**src/rtl/sram_tap_pkg.sv**
```systemverilog
`timescale 1ns/1ps
package sram_tap_pkg;

  typedef enum logic [3:0] {
    ST_RESET, ST_IDLE,
    ST_SEL_DR, ST_CAP_DR, ST_SH_DR, ST_EX1_DR, ST_PAU_DR, ST_EX2_DR, ST_UPD_DR,
    ST_SEL_IR, ST_CAP_IR, ST_SH_IR, ST_EX1_IR, ST_PAU_IR, ST_EX2_IR, ST_UPD_IR
  } tap_state_e;

  typedef enum logic [2:0] {
    OP_EXTEST  = 3'b000,
    OP_IDCODE  = 3'b001,
    OP_SAMPLEZ = 3'b010,
    OP_RSV3    = 3'b011,
    OP_SAMPLE  = 3'b100,
    OP_RSV5    = 3'b101,
    OP_RSV6    = 3'b110,
    OP_BYPASS  = 3'b111
  } tap_op_e;

  typedef enum logic [1:0] {PATH_BYP, PATH_ID, PATH_BSR} dr_path_e;

  localparam int IR_LEN = 3;
  localparam int ID_LEN = 32;
  localparam logic [IR_LEN-1:0] IR_CAPTURE = 3'b001;

  function automatic int bsr_len(input bit wide);
    return wide ? 70 : 51;
  endfunction

  function automatic logic [ID_LEN-1:0] id_word(input bit wide);
    logic [5:0] dens;
    dens = wide ? 6'b100101 : 6'b010101;
    return {4'b0100, 4'b1010, 6'b000000, dens, 12'b0000_0110_1001};
  endfunction

  function automatic dr_path_e op_path(input tap_op_e op);
    case (op)
      OP_IDCODE:                       return PATH_ID;
      OP_EXTEST, OP_SAMPLEZ, OP_SAMPLE: return PATH_BSR;
      default:                         return PATH_BYP;
    endcase
  endfunction

  function automatic logic op_hiz(input tap_op_e op);
    return (op == OP_EXTEST) || (op == OP_SAMPLEZ);
  endfunction

  function automatic tap_state_e tap_next(input tap_state_e s, input logic m);
    case (s)
      ST_RESET:  return m ? ST_RESET  : ST_IDLE;
      ST_IDLE:   return m ? ST_SEL_DR : ST_IDLE;
      ST_SEL_DR: return m ? ST_SEL_IR : ST_CAP_DR;
      ST_CAP_DR: return m ? ST_EX1_DR : ST_SH_DR;
      ST_SH_DR:  return m ? ST_EX1_DR : ST_SH_DR;
      ST_EX1_DR: return m ? ST_UPD_DR : ST_PAU_DR;
      ST_PAU_DR: return m ? ST_EX2_DR : ST_PAU_DR;
      ST_EX2_DR: return m ? ST_UPD_DR : ST_SH_DR;
      ST_UPD_DR: return m ? ST_SEL_DR : ST_IDLE;
      ST_SEL_IR: return m ? ST_RESET  : ST_CAP_IR;
      ST_CAP_IR: return m ? ST_EX1_IR : ST_SH_IR;
      ST_SH_IR:  return m ? ST_EX1_IR : ST_SH_IR;
      ST_EX1_IR: return m ? ST_UPD_IR : ST_PAU_IR;
      ST_PAU_IR: return m ? ST_EX2_IR : ST_PAU_IR;
      ST_EX2_IR: return m ? ST_UPD_IR : ST_SH_IR;
      ST_UPD_IR: return m ? ST_SEL_DR : ST_IDLE;
      default:   return ST_RESET;
    endcase
  endfunction

endpackage

```
**src/rtl/sram_tap_fsm.sv**
```systemverilog
`timescale 1ns/1ps
module sram_tap_fsm
  import sram_tap_pkg::*;
(
  input  logic       tck,
  input  logic       trst_n,
  input  logic       tms,
  output tap_state_e state
);

  always_ff @(posedge tck or negedge trst_n) begin
    if (!trst_n) state <= ST_RESET;
    else         state <= tap_next(state, tms);
  end

endmodule

```
**src/rtl/sram_tap_ir.sv**
```systemverilog
`timescale 1ns/1ps
module sram_tap_ir
  import sram_tap_pkg::*;
(
  input  logic              tck,
  input  logic              trst_n,
  input  tap_state_e        state,
  input  logic              tdi,
  output logic [IR_LEN-1:0] ir_sr,
  output tap_op_e           ir_act
);

  // shift stage on the rising edge
  always_ff @(posedge tck or negedge trst_n) begin
    if (!trst_n)                 ir_sr <= IR_CAPTURE;
    else if (state == ST_CAP_IR) ir_sr <= IR_CAPTURE;
    else if (state == ST_SH_IR)  ir_sr <= {tdi, ir_sr[IR_LEN-1:1]};
  end

  // active instruction moves on the falling edge
  always_ff @(negedge tck or negedge trst_n) begin
    if (!trst_n)                 ir_act <= OP_IDCODE;
    else if (state == ST_RESET)  ir_act <= OP_IDCODE;
    else if (state == ST_UPD_IR) ir_act <= tap_op_e'(ir_sr);
  end

endmodule

```
**src/rtl/sram_tap_dr.sv**
```systemverilog
`timescale 1ns/1ps
module sram_tap_dr
  import sram_tap_pkg::*;
#(
  parameter bit WIDE    = 1'b1,
  parameter int BSR_LEN = bsr_len(WIDE)
) (
  input  logic               tck,
  input  logic               trst_n,
  input  tap_state_e         state,
  input  logic               tdi,
  input  dr_path_e           path,
  input  logic [BSR_LEN-1:0] pins_in,
  output logic               byp_q,
  output logic               dr_lsb
);

  localparam logic [ID_LEN-1:0] ID_CONST = id_word(WIDE);

  logic               cap_dr, sh_dr;
  logic               sel_byp, sel_id, sel_bsr;
  logic [ID_LEN-1:0]  id_q;
  logic [BSR_LEN-1:0] bsr_q;

  assign cap_dr  = (state == ST_CAP_DR);
  assign sh_dr   = (state == ST_SH_DR);
  assign sel_byp = (path == PATH_BYP);
  assign sel_id  = (path == PATH_ID);
  assign sel_bsr = (path == PATH_BSR);

  always_ff @(posedge tck or negedge trst_n) begin
    if (!trst_n)              byp_q <= 1'b0;
    else if (sel_byp && cap_dr) byp_q <= 1'b0;
    else if (sel_byp && sh_dr)  byp_q <= tdi;
  end

  always_ff @(posedge tck or negedge trst_n) begin
    if (!trst_n)               id_q <= ID_CONST;
    else if (sel_id && cap_dr) id_q <= ID_CONST;
    else if (sel_id && sh_dr)  id_q <= {tdi, id_q[ID_LEN-1:1]};
  end

  // boundary cells, highest cell loads from tdi
  for (genvar k = 0; k < BSR_LEN; k++) begin : g_cell
    logic shin;
    if (k == BSR_LEN-1) begin : g_top
      assign shin = tdi;
    end else begin : g_mid
      assign shin = bsr_q[k+1];
    end
    always_ff @(posedge tck or negedge trst_n) begin
      if (!trst_n)                bsr_q[k] <= 1'b0;
      else if (sel_bsr && cap_dr) bsr_q[k] <= pins_in[k];
      else if (sel_bsr && sh_dr)  bsr_q[k] <= shin;
    end
  end

  always_comb begin
    case (path)
      PATH_ID:  dr_lsb = id_q[0];
      PATH_BSR: dr_lsb = bsr_q[0];
      default:  dr_lsb = byp_q;
    endcase
  end

endmodule

```
**src/rtl/sram_tap.sv**
```systemverilog
`timescale 1ns/1ps
module sram_tap
  import sram_tap_pkg::*;
#(
  parameter bit    WIDE    = 1'b1,
  localparam int   BSR_LEN = bsr_len(WIDE)
) (
  input  logic               tck,
  input  logic               trst_n,
  input  logic               tms,
  input  logic               tdi,
  input  logic [BSR_LEN-1:0] pins_in,
  output logic               tdo,
  output logic               tdo_en,
  output logic               out_disable
);

  tap_state_e        st_q;
  tap_op_e           ir_act;
  logic [IR_LEN-1:0] ir_sr;
  dr_path_e          dr_sel;
  logic              byp_q, dr_lsb;
  logic              in_sh_dr, in_sh_ir;

  sram_tap_fsm u_fsm (
    .tck(tck), .trst_n(trst_n), .tms(tms), .state(st_q)
  );

  sram_tap_ir u_ir (
    .tck(tck), .trst_n(trst_n), .state(st_q), .tdi(tdi),
    .ir_sr(ir_sr), .ir_act(ir_act)
  );

  assign dr_sel      = op_path(ir_act);
  assign out_disable = op_hiz(ir_act);

  sram_tap_dr #(.WIDE(WIDE), .BSR_LEN(BSR_LEN)) u_dr (
    .tck(tck), .trst_n(trst_n), .state(st_q), .tdi(tdi), .path(dr_sel),
    .pins_in(pins_in), .byp_q(byp_q), .dr_lsb(dr_lsb)
  );

  assign in_sh_dr = (st_q == ST_SH_DR);
  assign in_sh_ir = (st_q == ST_SH_IR);

  always_ff @(negedge tck or negedge trst_n) begin
    if (!trst_n) begin
      tdo    <= 1'b0;
      tdo_en <= 1'b0;
    end else begin
      tdo_en <= in_sh_dr | in_sh_ir;
      tdo    <= in_sh_ir ? ir_sr[0] : dr_lsb;
    end
  end

endmodule

```
**config.mk**
```make
export PLATFORM = sky130hd
export DESIGN_NAME = sram_tap
export DESIGN_NICKNAME = d
export VERILOG_FILES = /design/src/rtl/sram_tap_pkg.sv /design/src/rtl/sram_tap_fsm.sv /design/src/rtl/sram_tap_ir.sv /design/src/rtl/sram_tap_dr.sv /design/src/rtl/sram_tap.sv
export SDC_FILE = /design/constraint.sdc
export NUM_CORES = 1
export LEC_CHECK = 0
export BUFFER_PORTS_ARGS = -buffer_cell sky130_fd_sc_hd__buf_2
export CORE_ASPECT_RATIO = 0.5
export CORE_MARGIN = 10
export CORE_UTILIZATION = 35
export CTS_CLUSTER_DIAMETER = 80
export DETAILED_ROUTE_END_ITERATION = 8
export SYNTH_ARGS = -nofsm -noshare
export SYNTH_HDL_FRONTEND = slang
export SYNTH_SLANG_ARGS = --single-unit
```
**constraint.sdc**
```tcl
create_clock -name tck -period 2.05 [get_ports tck]
set_clock_uncertainty 0.15 [all_clocks]
set_input_delay 0.1025 -clock tck [delete_from_list [all_inputs] [get_ports tck]]
set_output_delay 0.1025 -clock tck [all_outputs]
set_load 0.02 [all_outputs]
```
==> results of run 1 <==
cells by family after synthesis:
logic type / after synthesis / share of synthesized area
XOR/XNOR: 1 / 0.00155
multiplexers: 175 / 0.345
AND/OR/NAND/NOR: 65 / 0.0540
adder cells (fa/ha/maj): 3 / 0.00664
AO/OA/AOI/OAI: 26 / 0.0339
buffers and inverters: 50 / 0.0474
flip-flops: 115 / 0.512
final cells by class:
| cell class | count | area [µm²] |
|---|---|---|
| Multi-Input combinational cell | 270 | 2790 |
| Timing Repair Buffer | 214 | 1920 |
| Clock buffer | 19 | 453 |
| Fill cell | 1277 | 7030 |
| Tap cell | 204 | 255 |
| Sequential cell | 115 | 2900 |
| Inverter | 20 | 75.1 |
| Clock inverter | 14 | 185 |
path summary, 6_finish.rpt:
path / startpoint / end / cells past startpoint
worst max-delay path: u_ir.ir_act[0] / u_dr.g_cell[58].shin / 7
worst min-delay path: trst_n / u_dr.id_q[30] / 2
worst max register to register: u_ir.ir_act[0] / u_dr.g_cell[58].shin / 7
worst min register to register: u_dr.id_q[5] / u_dr.id_q[5] / 2
max in group asynchronous: trst_n / u_fsm.state[1] / 3
min in group tck: u_dr.id_q[5] / u_dr.id_q[5] / 2
report_power, final:
part	switching (W)	leakage (nW)	internal [W]
registers	0.000356	1.53	0.00296
logic	0.00168	2.31	0.00250
clock network	0.00108	0.303	0.00210
state kept, by name, summed over array words and instances, names as in the netlist:
name / count
u_dr.bsr_q: 1
u_fsm.state: 4
u_ir.ir_act: 3
u_dr.g_cell.shin: 69
tdo: 1
tdo_en: 1
u_dr.byp_q: 1
u_dr.id_q: 32
u_ir.ir_sr: 3
placed cells by master (no fill, tap or decap), drive strengths merged, types with 2 or more instances in the layout:
cell type	Yosys	routed
nand2	25	25
and3	2	2
a21o	2	2
a211oi	3	3
buf	18	137
clkinv	0	3
dfstp	12	12
nand3	2	2
dfrtp	99	99
inv	21	22
a21boi	3	3
ha	3	3
mux2i	17	17
nand2b	2	2
clkbuf	11	22
o22ai	4	4
bufinv	0	4
dlygate4sd3	0	74
dfrtn	4	4
mux2	158	158
o21ai	4	4
a21oi	5	5
nor2	22	22
clkinvlp	0	5
through the flow:
| step | cells | total power [W] | TNS [ns] | setup slack, ns | util |
|---|---|---|---|---|---|
| detailed placement | 728 | 0.00677 | -90.99 | -0.919 | 0.421 |
| global placement | 728 | 0.00669 | -88.51 | -0.884 | 0.421 |
| floorplan | 435 | 0.00564 | -80.12 | -0.801 | - |
| CTS | 849 | 0.0105 | -93.89 | -0.934 | 0.535 |
| finish | 856 | 0.0107 | -95.72 | -0.972 | 0.550 |
| global route | 856 | 0.0113 | -103.20 | -1.03 | 0.550 |
per-layer routing:
layer	vias to the layer above	GRT usage	routed length (µm)
met5	-	0	0
met4	0	0.0558	161
met3	10	0.0265	266
met2	46	0.219	7090
met1	2048	0.166	6580
li1	1944	-	-
critical path: cells and delay by family, from the launching register on:
kind,cells,cell delay (ns)
muxes,1,0.34
DFF,1,0.37
buffers and inverters,3,0.38
AOI/OAI and AO/OA,2,0.44
adders and majority gates,1,0.17
timing repair:
item | 4_1_cts | 5_1_grt
cloned | 3 | 3
gates resized for setup | 65 | 34
pin swaps | 4 | 1
hold buffers | 74 | 0
endpoints found under the setup margin | 111 | 111
buffers inserted | 12 | 5
hold endpoints to repair | 178 | 0
==> impl_metrics.ini, run 1 <==
[outcome]
status = finished, violations left
violations = setup timing

[critical_path]
path_cells = a21o_1 -> inv_1 -> ha_2 -> a21boi_4 -> buf_4 -> buf_12 -> mux2_2
crit_path_top_delay_cell = dfstp_2
cp_max_fo = 13
cp.required_ns = 2.18
cpPeakStageDelay_ns = 0.37
crit_arrival_ns = 3.16
crit_type = reg -> reg
rrSetupSlack_ns = -0.97
startpoint_type = flop
end_kind = flop

[layout]
final_area_um2 = 8580
layout.nets = 716
diodes = 0
area_growth_pct = 51.8
drive_gt1_frac = 0.552

[floorplanning]
coreArea_um2 = 15600
die_y_um = 110
fp.dieW_um = 200
initial_core_util = 0.362
dieArea_um2 = 21900
num_rows = 32
ios = 77

[sta]
hold_violations = 0
rsz0062_at_grt = true
slew_headroom = 0.618
drv_slew = 0
setup_viol = 111
tightest_slew_ns = 0.572
fin_ws_ns = -0.972
holdWs_ns = 0.131

[drt]
vias = 4048
initialDrtViolationCount = 137
via_per_inst = 4.73
ant_nets = 0
detail_route.wl_per_cell_um = 16.5
remaining_drc_errors = 0
dr.pass1.iters = 4
totalWireLength_um = 14100

[yosys]
avgSynthCellArea_um2 = 13.0
synthTopCellsByCount = mux2_2 (152), dfrtp_1 (99), nand2_1 (25), nor2_1 (22), inv_1 (21)
yosysSeqAreaShare = 0.512
synth_area_leaders = dfrtp_1 (44%), mux2_2 (30%), dfstp_2 (5.6%), mux2i_1 (3.0%), dfrtn_1 (1.8%)
synth_area_leader_cell = dfrtp_1
synthFlopType = dfrtp_1
syn_nets = 512
synth_seq_cells = 115
netlist_instances = 435
synth_edf_count = 0
yosysMostFrequentCell = mux2_2
netlist_area_um2 = 5650
yosysWarningCount = 0
synth_cell_types = 42
synth_async_sr_flop_share = 1.00
synth_top_area_share = 0.438

[pwr]
irDropWorstVdd_v = 0.000572
power.density_nw_per_um2 = 1240
leakagePower_nw = 4.14

[grt]
grt_pass1_wl_um = 22900
grtUsageTotal = 0.132
grt_max_degree = 99
grt_pass1_vias = 4399
grt-ovfl-total = 0
antenna_found_initial = 0

[clock_network]
htree_levels = 4
path_clk_slew_ns = 0.06
clockBufferDepth = 2
cts_tree = done
cts.sinks = 115
cts_buffers = 17
root_buffer = clkbuf_16
clk_latency_ns = 0.43

[place]
place_congestion = 0.736
placed_area_um2 = 6580
io_buffers = 76
dp_hpwl_um = 8180

[run]
maxCapViolCount = 0

[worst_hold_path]
hold_class = in -> async
(Power assumes the default switching activity.)
==> run 2: changes to the inputs <==
- MAX_ROUTING_LAYER: not set -> met4
- SYNTH_HIERARCHICAL: not set -> 1
==> impl_metrics.ini, run 2 <==
[sta]
holdWs_ns = 0.119
rsz0062_at_grt = true
tns_ns = -93.96
tightest_slew_ns = 1.03
fin_ws_ns = -0.943
setup_viol = 111
slew_headroom = 0.315
hold_violations = 0
drv_slew = 0

[layout]
area_growth_pct = 46.1
drive_gt1_frac = 0.485
layout.nets = 734
diodes = 0
largest_reg_flops = 69
multi_input_area_um2 = 3060
seq_area_um2 = 2900
mostFrequentLayoutCells = mux2_4 (96), dfrtp_1 (96), dlygate4sd3_1 (74)
fillers = 1410

[worst_hold_path]
hold_class = in -> async

[floorplanning]
fp.dieW_um = 209
die_y_um = 114
dieArea_um2 = 23900
ios = 77
num_rows = 34
coreArea_um2 = 17400
initial_core_util = 0.358

[place]
dp_hpwl_um = 8660
place_congestion = 0.759
io_buffers = 76

[clock_network]
clockBufferDepth = 2
cts_tree = done
path_clk_slew_ns = 0.06
clk_latency_ns = 0.43
htree_levels = 4
cts_buffers = 17
root_buffer = clkbuf_16
cts.sinks = 115

[pwr]
irDropWorstVdd_v = 0.000809
power.density_nw_per_um2 = 1370
leakagePower_nw = 4.21
total_power_w = 0.0125

[grt]
grt_pass1_wl_um = 24300
grtUsageTotal = 0.130
grt_pass1_vias = 4602
antenna_found_initial = 0
grt_max_degree = 79
grt-ovfl-total = 0

[drt]
ant_nets = 0
initialDrtViolationCount = 239
totalWireLength_um = 15700
vias = 4260
dr.pass1.iters = 4
remaining_drc_errors = 0
detail_route.wl_per_cell_um = 17.4
via_per_inst = 4.71

[yosys]
synthTopCellsByCount = dfrtp_1 (99), mux2_4 (94), mux2_1 (46), inv_1 (38)
yosysMostFrequentCell = dfrtp_1
synthFlopType = dfrtp_1
synth-simple-area-share = 0.0727
synth_seq_cells = 115
syn_nets = 532
synth_top_area_share = 0.398
synth-adder-area-share = 0.00603
synth_compound_area_frac = 0.0498
synth_edf_count = 0
synth_top_family_by_area = multiplexers
synth_cell_types = 51
synth.area.mux_share = 0.329
synth_async_sr_flop_share = 1.00
synthXorXnorAreaFrac = 0
netlist_area_um2 = 6230
yosysSeqAreaShare = 0.464
synth_area_leaders = dfrtp_1 (40%), mux2_4 (23%), mux2_1 (8.3%), dfstp_2 (5.1%), nand4b_1 (3.1%)
yosysWarningCount = 6
avgSynthCellArea_um2 = 13.7
synth_area_leader_cell = dfrtp_1
netlist_instances = 455

[run]
maxCapViolCount = 0

[critical_path]
critical_path.startpoint = u_ir/ir_act[0]
r2r_start = u_ir/ir_act[0]
cp.required_ns = 2.19
end_kind = flop
cp_max_fo = 8
startpoint_type = flop
crit_arrival_ns = 3.14
crit_type = reg -> reg

[outcome]
violations = setup timing
status = finished, violations left
## run 2: cell count changes in the layout (fill, tap and decap cells not counted), moves of 16 or more
cell / previous run / this run
nand2_1: 24 / 7
o21ai_2: 0 / 19
mux2_1: 0 / 46
nand4b_1: 1 / 22
mux2_4: 59 / 96
mux2_2: 99 / 0
inv_1: 21 / 37
## run 2: cell families after synthesis
logic type                 Yosys count
adders and majority gates            3
buffers and inverters               68
DFF                                115
muxes                              152
AOI/OAI and AO/OA                   51
and+or+nand+nor                     66
## run 2: path summary, 6_finish.rpt
path | endpoint | slack [ns] | cells past startpoint
hold reg to reg | u_dr/id_q[12] | 0.31 | 2
setup reg to reg | u_dr/g_cell[9].shin | -0.94 | 6
hold / removal | u_ir/ir_sr[0] | 0.12 | 2
min in group tck | u_dr/id_q[12] | 0.31 | 2
max in group asynchronous | u_dr/g_cell[36].shin | 0.59 | 3
setup / recovery | u_dr/g_cell[9].shin | -0.94 | 6
## run 2: power by group
group	switching [W]	leakage (nW)	internal [W]
Clock	0.00114	0.315	0.00217
Combinational	0.00234	2.35	0.00347
Sequential	0.000416	1.54	0.00296
## run 2: per-layer routing
layer | part of all wire | track usage
met5 | 0 | -
met3 | 0.033 | 0.0291
met4 | 0.016 | 0.0548
met1 | 0.45 | 0.154
met2 | 0.50 | 0.213
## run 2: layout make-up
cell class | instances | area share
Sequential cell | 115 | 0.318
Multi-Input combinational cell | 273 | 0.336
Inverter | 37 | 0.0153
Clock buffer | 17 | 0.0468
Tap cell | 234 | 0.0322
Timing Repair Buffer | 212 | 0.226
Clock inverter | 16 | 0.0257
## run 2: critical path, stage by stage, from the launching register on
cell	delay, ns
dfstp_2	0.51
nor3b_4	0.22
inv_2	0.09
ha_4	0.18
o21a_4	0.17
clkbuf_16	0.19
mux2_4	0.30
## run 2: stage by stage
stage / cells / util / cell area [µm²] / setup slack, ns
after floorplan: 455 / - / 6240 / -0.898
after global placement: 770 / 0.401 / 6980 / -0.889
after detailed placement: 770 / 0.401 / 6980 / -0.919
after CTS: 895 / 0.511 / 8890 / -0.920
after global routing: 904 / 0.523 / 9100 / -0.982
final: 904 / 0.523 / 9100 / -0.943
## run 2: timing repair
action,in CTS,in global routing
gates resized for setup,51,28
pin swaps,3,7
setup endpoints to repair,111,111
endpoints found under the hold margin,109,0
gates cloned,7,8
buffers inserted,12,8
hold buffers,74,0
